## src/rtl/pstate_pkg.sv

```systemverilog
package pstate_pkg;

    localparam int RATIO_W = 5;
    localparam int VID_W   = 7;
    localparam int CNT_W   = 8;

    typedef struct packed {
        logic [RATIO_W-1:0] ratio;
        logic [VID_W-1:0]   vid;
    } op_point_t;

    typedef enum logic [1:0] {
        SQ_IDLE,
        SQ_VOLT_FIRST,
        SQ_RELOCK,
        SQ_VOLT_LAST
    } seq_state_t;

    // Higher ratio wins; equal ratios resolve to the higher voltage code.
    function automatic op_point_t pick_higher(op_point_t a, op_point_t b);
        if (a.ratio > b.ratio) return a;
        if (b.ratio > a.ratio) return b;
        return (a.vid >= b.vid) ? a : b;
    endfunction

    // One code toward the goal.
    function automatic logic [VID_W-1:0] vid_toward(logic [VID_W-1:0] cur,
                                                    logic [VID_W-1:0] goal);
        if (cur < goal) return cur + 1'b1;
        if (cur > goal) return cur - 1'b1;
        return cur;
    endfunction

endpackage

```

## src/rtl/pstate_resolve.sv

```systemverilog
module pstate_resolve
    import pstate_pkg::*;
#(
    parameter int LOW_RATIO = 6,
    parameter int LOW_VID   = 10
) (
    input  op_point_t req0,
    input  op_point_t req1,
    input  logic      ext_idle,
    output op_point_t target
);
    op_point_t merged;
    op_point_t low_pt;

    always_comb begin
        low_pt.ratio = RATIO_W'(LOW_RATIO);
        low_pt.vid   = VID_W'(LOW_VID);
        merged       = pick_higher(req0, req1);
        target       = ext_idle ? low_pt : merged;
    end
endmodule

```

## src/rtl/pstate_step_timer.sv

```systemverilog
module pstate_step_timer #(
    parameter int CNT_W = 8
) (
    input  logic             clk,
    input  logic             rst,
    input  logic             en,
    input  logic             hold,
    input  logic [CNT_W-1:0] step_cycles,
    output logic             tick
);
    logic [CNT_W-1:0] cnt;
    logic [CNT_W-1:0] limit;

    always_comb begin
        limit = (step_cycles == '0) ? CNT_W'(1) : step_cycles;
        tick  = en && !hold && (cnt == limit - 1'b1);
    end

    always_ff @(posedge clk) begin
        if (rst) begin
            cnt <= '0;
        end else if (hold) begin
            cnt <= cnt;
        end else if (!en || tick) begin
            cnt <= '0;
        end else begin
            cnt <= cnt + 1'b1;
        end
    end
endmodule

```

## src/rtl/pstate_seq.sv

```systemverilog
module pstate_seq
    import pstate_pkg::*;
#(
    parameter int LOW_RATIO = 6,
    parameter int LOW_VID   = 10
) (
    input  logic      clk,
    input  logic      rst,
    input  op_point_t target,
    input  logic      pkg_sleep,
    input  logic      pll_locked,
    input  logic      step_tick,
    output op_point_t cur,
    output logic      step_en,
    output logic      busy,
    output logic      relock_req
);
    seq_state_t state;
    op_point_t  goal;
    logic       dir_up;
    logic       in_volt;

    always_comb begin
        in_volt    = (state == SQ_VOLT_FIRST) || (state == SQ_VOLT_LAST);
        step_en    = in_volt && (cur.vid != goal.vid);
        busy       = (state != SQ_IDLE);
        relock_req = (state == SQ_RELOCK);
    end

    always_ff @(posedge clk) begin
        if (rst) begin
            state      <= SQ_IDLE;
            cur.ratio  <= RATIO_W'(LOW_RATIO);
            cur.vid    <= VID_W'(LOW_VID);
            goal.ratio <= RATIO_W'(LOW_RATIO);
            goal.vid   <= VID_W'(LOW_VID);
            dir_up     <= 1'b0;
        end else if (!pkg_sleep) begin
            unique case (state)
                SQ_IDLE: begin
                    if (target != cur) begin
                        goal   <= target;
                        dir_up <= (target.ratio > cur.ratio);
                        if (target.ratio > cur.ratio) begin
                            state <= SQ_VOLT_FIRST;
                        end else if (target.ratio < cur.ratio) begin
                            state     <= SQ_RELOCK;
                            cur.ratio <= target.ratio;
                        end else begin
                            state <= SQ_VOLT_LAST;
                        end
                    end
                end
                SQ_VOLT_FIRST: begin
                    if (cur.vid == goal.vid) begin
                        state     <= SQ_RELOCK;
                        cur.ratio <= goal.ratio;
                    end else if (step_tick) begin
                        cur.vid <= vid_toward(cur.vid, goal.vid);
                    end
                end
                SQ_RELOCK: begin
                    if (pll_locked) state <= dir_up ? SQ_IDLE : SQ_VOLT_LAST;
                end
                SQ_VOLT_LAST: begin
                    if (cur.vid == goal.vid) begin
                        state <= SQ_IDLE;
                    end else if (step_tick) begin
                        cur.vid <= vid_toward(cur.vid, goal.vid);
                    end
                end
                default: state <= SQ_IDLE;
            endcase
        end
    end
endmodule

```

## src/rtl/pstate_coord.sv

```systemverilog
module pstate_coord
    import pstate_pkg::*;
#(
    parameter int LOW_RATIO = 6,
    parameter int LOW_VID   = 10
) (
    input  logic               clk,
    input  logic               rst,
    input  logic [RATIO_W-1:0] core0_ratio,
    input  logic [VID_W-1:0]   core0_vid,
    input  logic [RATIO_W-1:0] core1_ratio,
    input  logic [VID_W-1:0]   core1_vid,
    input  logic               ext_idle,
    input  logic               pkg_sleep,
    input  logic               pll_locked,
    input  logic [CNT_W-1:0]   step_cycles,
    output logic [VID_W-1:0]   vid_out,
    output logic [RATIO_W-1:0] ratio_out,
    output logic               relock_req,
    output logic               busy
);
    op_point_t req0, req1, target, cur;
    logic      step_en, step_tick;

    always_comb begin
        req0.ratio = core0_ratio;
        req0.vid   = core0_vid;
        req1.ratio = core1_ratio;
        req1.vid   = core1_vid;
        vid_out    = cur.vid;
        ratio_out  = cur.ratio;
    end

    pstate_resolve #(.LOW_RATIO(LOW_RATIO), .LOW_VID(LOW_VID)) u_resolve (
        .req0     (req0),
        .req1     (req1),
        .ext_idle (ext_idle),
        .target   (target)
    );

    pstate_step_timer #(.CNT_W(CNT_W)) u_timer (
        .clk         (clk),
        .rst         (rst),
        .en          (step_en),
        .hold        (pkg_sleep),
        .step_cycles (step_cycles),
        .tick        (step_tick)
    );

    pstate_seq #(.LOW_RATIO(LOW_RATIO), .LOW_VID(LOW_VID)) u_seq (
        .clk        (clk),
        .rst        (rst),
        .target     (target),
        .pkg_sleep  (pkg_sleep),
        .pll_locked (pll_locked),
        .step_tick  (step_tick),
        .cur        (cur),
        .step_en    (step_en),
        .busy       (busy),
        .relock_req (relock_req)
    );
endmodule

```

## config.mk

```make
export PLATFORM = sky130hd
export DESIGN_NAME = pstate_coord
export DESIGN_NICKNAME = d
export VERILOG_FILES = /design/src/rtl/pstate_pkg.sv /design/src/rtl/pstate_resolve.sv /design/src/rtl/pstate_step_timer.sv /design/src/rtl/pstate_seq.sv /design/src/rtl/pstate_coord.sv
export SDC_FILE = /design/constraint.sdc
export NUM_CORES = 1
export LEC_CHECK = 0
export CAP_MARGIN = 20
export CORE_MARGIN = 3
export CORE_UTILIZATION = 50
export CTS_CLUSTER_SIZE = 10
export DETAILED_ROUTE_END_ITERATION = 10
export MAX_ROUTING_LAYER = met4
export PLACE_DENSITY = 0.84
export SYNTH_ARGS = -nofsm -noshare
export SYNTH_HDL_FRONTEND = slang
export SYNTH_HIERARCHICAL = 1
export SYNTH_SLANG_ARGS = --single-unit
```

## constraint.sdc

```tcl
create_clock -name clk -period 3.6 [get_ports clk]
set_input_delay 0.36 -clock clk [delete_from_list [all_inputs] [get_ports clk]]
set_output_delay 0.36 -clock clk [all_outputs]
set_load 0.02 [all_outputs]
```

==> impl_metrics.tcl <==
set metrics [dict create \
    outcome "finished, violations left" \
    failing_checks "setup timing" \
    ff2ff_setup_slack_ps 500 \
    route.met2.wl_um 4040 \
    total_length_of_routed_met3_wires_um 453 \
    routed-via-count 2940 \
    synth_edf_count 0 \
    final_layout_fill_cell_count 392 \
    crit_start_category "input port" \
    post_route_cells_drive_above_1_share_pct 19.6 \
    design.final.nets 513 \
    worstHoldStart "u_seq/goal[7]" \
    post-place-ws_ps -448 \
    design.die.area_mm2 0.00696 \
    max_clock_freq_mhz 275 \
    drc 0 \
    max-vdd-ir-drop_mv 0.296 \
    synth-warning-count 6 \
    synthArstFlopShare_pct 0 \
    place_inst 510 \
    die_height_um 83.4 \
    finalCoreUtilization_pct 72.1 \
    core.rowCount 27 \
    p_total_mw 1.72 \
    final_period_minus_worst_setup_slack_ps 3630 \
    cts_hold_repair_buffers 0 \
    netlist_instances 369 \
    floorplan.core_area_mm2 0.00564 \
    p_switching_uw 678 \
    cts_htree_levels 2 \
    syn-mean-instance-area_um2 8.12 \
    dr.first_iter.drc_count 174 \
    clk_transition_reported_paths_ps 70 \
    grt_antenna_before_repair 0 \
    maximum_number_of_pins_on_one_net_before_global_route_repair 27 \
    ys_seq_area_share_pct 23.4 \
    whs_endpoint "u_seq/goal[7]" \
    pwr_density_cell_mw_per_mm2 424 \
    hold_path.class "flop to flop" \
    max_cap_violations 0 \
    arrival_ps 3830 \
    setup_total_negative_slack_ps -119 \
    antenna_left 0 \
    finalWorstSetupSlack_ps -34.2 \
    multi_input_comb_area_mm2 0.00227 \
    detailed_place_hpwl_um 5540 \
    floorplan.die.width_um 83.4 \
    globalRouteTotalUtil_pct 21.6 \
    gr-total-overflow 0 \
    critPathCaptureType "flop" \
    post_synth_num_cell_types 62 \
    clock_sinks 35 \
    worstRegToRegCells 14 \
    finalMaxSlewViolations 0 \
    setup_viol 4 \
    synth_seq_cells 35 \
    r2r_end "u_seq/cur[5]" \
    cts-buffers-inserted 5 \
    port_buffers 50 \
    floorplan.initialDensity_pct 53.1 \
    worst_max_slew_margin_expressed_relative_to_the_limit_pct 54.6 \
    fin_skew_ps 8.22 \
    final_std_cells_w_o_fill 521 \
    cts_tree "built" \
    final.period_utilization_pct 101 \
    worstSkewPairLatency_ps 290 \
    critical_path_required_ps 3790 \
    flow.area_growth_from_synthesis_pct 35.6 \
    clock_tree.buffer_depth 2 \
    gpl.final_weighted_congestion 0.881 \
    via_per_inst 5.64 \
    layout.cells.most_common_list "48 x sky130_fd_sc_hd__clkdlybuf4s50_1, 48 x sky130_fd_sc_hd__nor2_1, 35 x sky130_fd_sc_hd__dfxtp_1" \
    max_slew.worst_pin.slew_ps 679 \
    synth_area_mm2 0.00300 \
    antenna-diode-count 0 \
    drt_wl_total_um 8040 \
    crit_type "input port to flop" \
    first_pass_grt_wire_length_um 12400 \
    p_sw_share_pct 39.4 \
    worstHoldPathCells 2 \
    crit_fanout 7 \
    root_buffer_selected_by_cts "sky130_fd_sc_hd__clkbuf_8" \
    ys.flop_type "sky130_fd_sc_hd__dfxtp_1" \
    met1_wire_length_um 3330 \
    share_clk_of_total_power_pct 16.2 \
    first_global_vias 2720 \
    timing.rr.start "u_seq/cur[0]" \
    wl_per_cell_um 15.4 \
    top_layer_used "met4" \
    internal_power_mw 1.04 \
    p_comb_share_pct 54.5 \
    whs_ps 514 \
    finalHoldViolations 0 \
    seqPwrFrac_pct 29.3 \
    leakage_dissipation_nw 1.73 \
    syn-num-nets 434 \
    placed_cell_area_mm2 0.00376 \
    drt_pre_antenna_iters 4 \
    top_level_port_count 51 \
    seqCellArea_um2 701 \
    post-route-cell-area_mm2 0.00407 \
]
==> synthesized netlist by cell type, types with 2 or more instances <==
| cell | n | area, um^2 |
|---|---|---|
| sky130_fd_sc_hd__nand4_1 | 6 | 37.5 |
| sky130_fd_sc_hd__o21ai_1 | 4 | 20.0 |
| sky130_fd_sc_hd__nor3_1 | 15 | 75.1 |
| sky130_fd_sc_hd__nor3b_1 | 3 | 22.5 |
| sky130_fd_sc_hd__o22ai_1 | 3 | 18.8 |
| sky130_fd_sc_hd__o21bai_1 | 2 | 15.0 |
| sky130_fd_sc_hd__a211oi_1 | 4 | 30.0 |
| sky130_fd_sc_hd__or2_2 | 2 | 12.5 |
| sky130_fd_sc_hd__o21ai_0 | 2 | 10.0 |
| sky130_fd_sc_hd__mux2_2 | 3 | 33.8 |
| sky130_fd_sc_hd__a211o_1 | 4 | 35.0 |
| sky130_fd_sc_hd__nor2b_1 | 11 | 68.8 |
| sky130_fd_sc_hd__mux2_1 | 4 | 45.0 |
| sky130_fd_sc_hd__a21oi_1 | 15 | 75.1 |
| sky130_fd_sc_hd__xor2_1 | 9 | 78.8 |
| sky130_fd_sc_hd__clkbuf_1 | 7 | 26.3 |
| sky130_fd_sc_hd__nor2_1 | 48 | 180 |
| sky130_fd_sc_hd__nand2_1 | 14 | 52.6 |
| sky130_fd_sc_hd__buf_6 | 2 | 22.5 |
| sky130_fd_sc_hd__ha_1 | 28 | 350 |
| sky130_fd_sc_hd__and2b_1 | 2 | 15.0 |
| sky130_fd_sc_hd__nand3_1 | 8 | 40.0 |
| sky130_fd_sc_hd__a21o_1 | 2 | 15.0 |
| sky130_fd_sc_hd__nor4_1 | 3 | 18.8 |
| sky130_fd_sc_hd__nand3b_1 | 3 | 22.5 |
| sky130_fd_sc_hd__and3_1 | 4 | 25.0 |
| sky130_fd_sc_hd__inv_1 | 33 | 124 |
| sky130_fd_sc_hd__nand2b_1 | 17 | 106 |
| sky130_fd_sc_hd__buf_2 | 6 | 30.0 |
| sky130_fd_sc_hd__mux2i_1 | 25 | 250 |
| sky130_fd_sc_hd__xnor2_1 | 12 | 105 |
| sky130_fd_sc_hd__a31oi_1 | 3 | 18.8 |
| sky130_fd_sc_hd__dfxtp_1 | 35 | 701 |
| sky130_fd_sc_hd__or3_1 | 2 | 12.5 |
==> per-layer routing <==
metal | vias up | global-route usage (%)
li1 | 1444 | -
met1 | 1375 | 26.2
met2 | 100 | 36.7
met3 | 21 | 4.37
met4 | 0 | 5.41
met5 | - | -
==> power groups by stage <==
stage / Sequential, mW / Combinational [mW] / Clock (mW)
2_1_floorplan: 0.515 / 0.528 / 0
3_3_place_gp: 0.507 / 0.785 / 0
3_5_place_dp: 0.509 / 0.819 / 0
4_1_cts: 0.502 / 0.841 / 0.281
5_1_grt: 0.512 / 1.01 / 0.306
6_report: 0.504 / 0.939 / 0.279
==> state kept, by name, indices dropped and copies added (netlist names) <==
name          count
u_seq/cur        12
u_seq/goal       12
u_timer/cnt       8
u_seq/state       2
u_seq/dir_up      1
==> repair_timing <==
item / CTS / global route
pin swaps: 2 / 10
gates resized for setup: 3 / 36
endpoints found under the setup margin: 6 / 26
buffers inserted: 1 / 2
==> kinds of logic (layout without fill, tap and decap cells) <==
kind of cell | after synthesis | after routing | share of synthesized area [%]
xor+xnor | 21 | 21 | 6.14
mux | 32 | 32 | 11.0
simple gates | 149 | 149 | 27.0
fa+ha+maj | 28 | 28 | 11.7
flops | 35 | 35 | 23.4
buf+inv | 48 | 128 | 6.76
compound gates | 56 | 56 | 14.1
==> worst max path at each step <==
stage,start,to,cells past startpoint
2_1_floorplan,step_cycles[2],u_seq/cur[6],14
3_3_place_gp,core0_ratio[1],u_seq/cur[7],17
3_5_place_dp,core0_ratio[1],u_seq/cur[7],17
4_1_cts,core1_vid[2],u_seq/cur[7],17
5_1_grt,core1_vid[5],u_seq/cur[11],16
6_report,core1_vid[5],u_seq/cur[11],16
==> critical path: stages <==
cell and delay, ps:
sky130_fd_sc_hd__clkdlybuf4s50_1 500, sky130_fd_sc_hd__inv_1 70, sky130_fd_sc_hd__ha_1 310, sky130_fd_sc_hd__a21o_1 220, sky130_fd_sc_hd__a21oi_2 160, sky130_fd_sc_hd__o21ai_2 80, sky130_fd_sc_hd__a31oi_2 150, sky130_fd_sc_hd__buf_6 200
sky130_fd_sc_hd__buf_8 180, sky130_fd_sc_hd__mux2i_1 320, sky130_fd_sc_hd__xnor2_1 160, sky130_fd_sc_hd__nand3_1 160, sky130_fd_sc_hd__o31a_1 320, sky130_fd_sc_hd__a32o_2 280, sky130_fd_sc_hd__buf_4 160, sky130_fd_sc_hd__a211oi_1 180
==> layout make-up <==
| type | count | area share, % |
|---|---|---|
| Timing Repair Buffer | 87 | 19.6 |
| Sequential cell | 35 | 17.2 |
| Multi-Input combinational cell | 286 | 55.9 |
| Clock buffer | 7 | 1.88 |
| Tap cell | 72 | 2.22 |
| Inverter | 33 | 3.05 |
| Clock inverter | 1 | 0.123 |
Power figures use the tool's default switching activity.
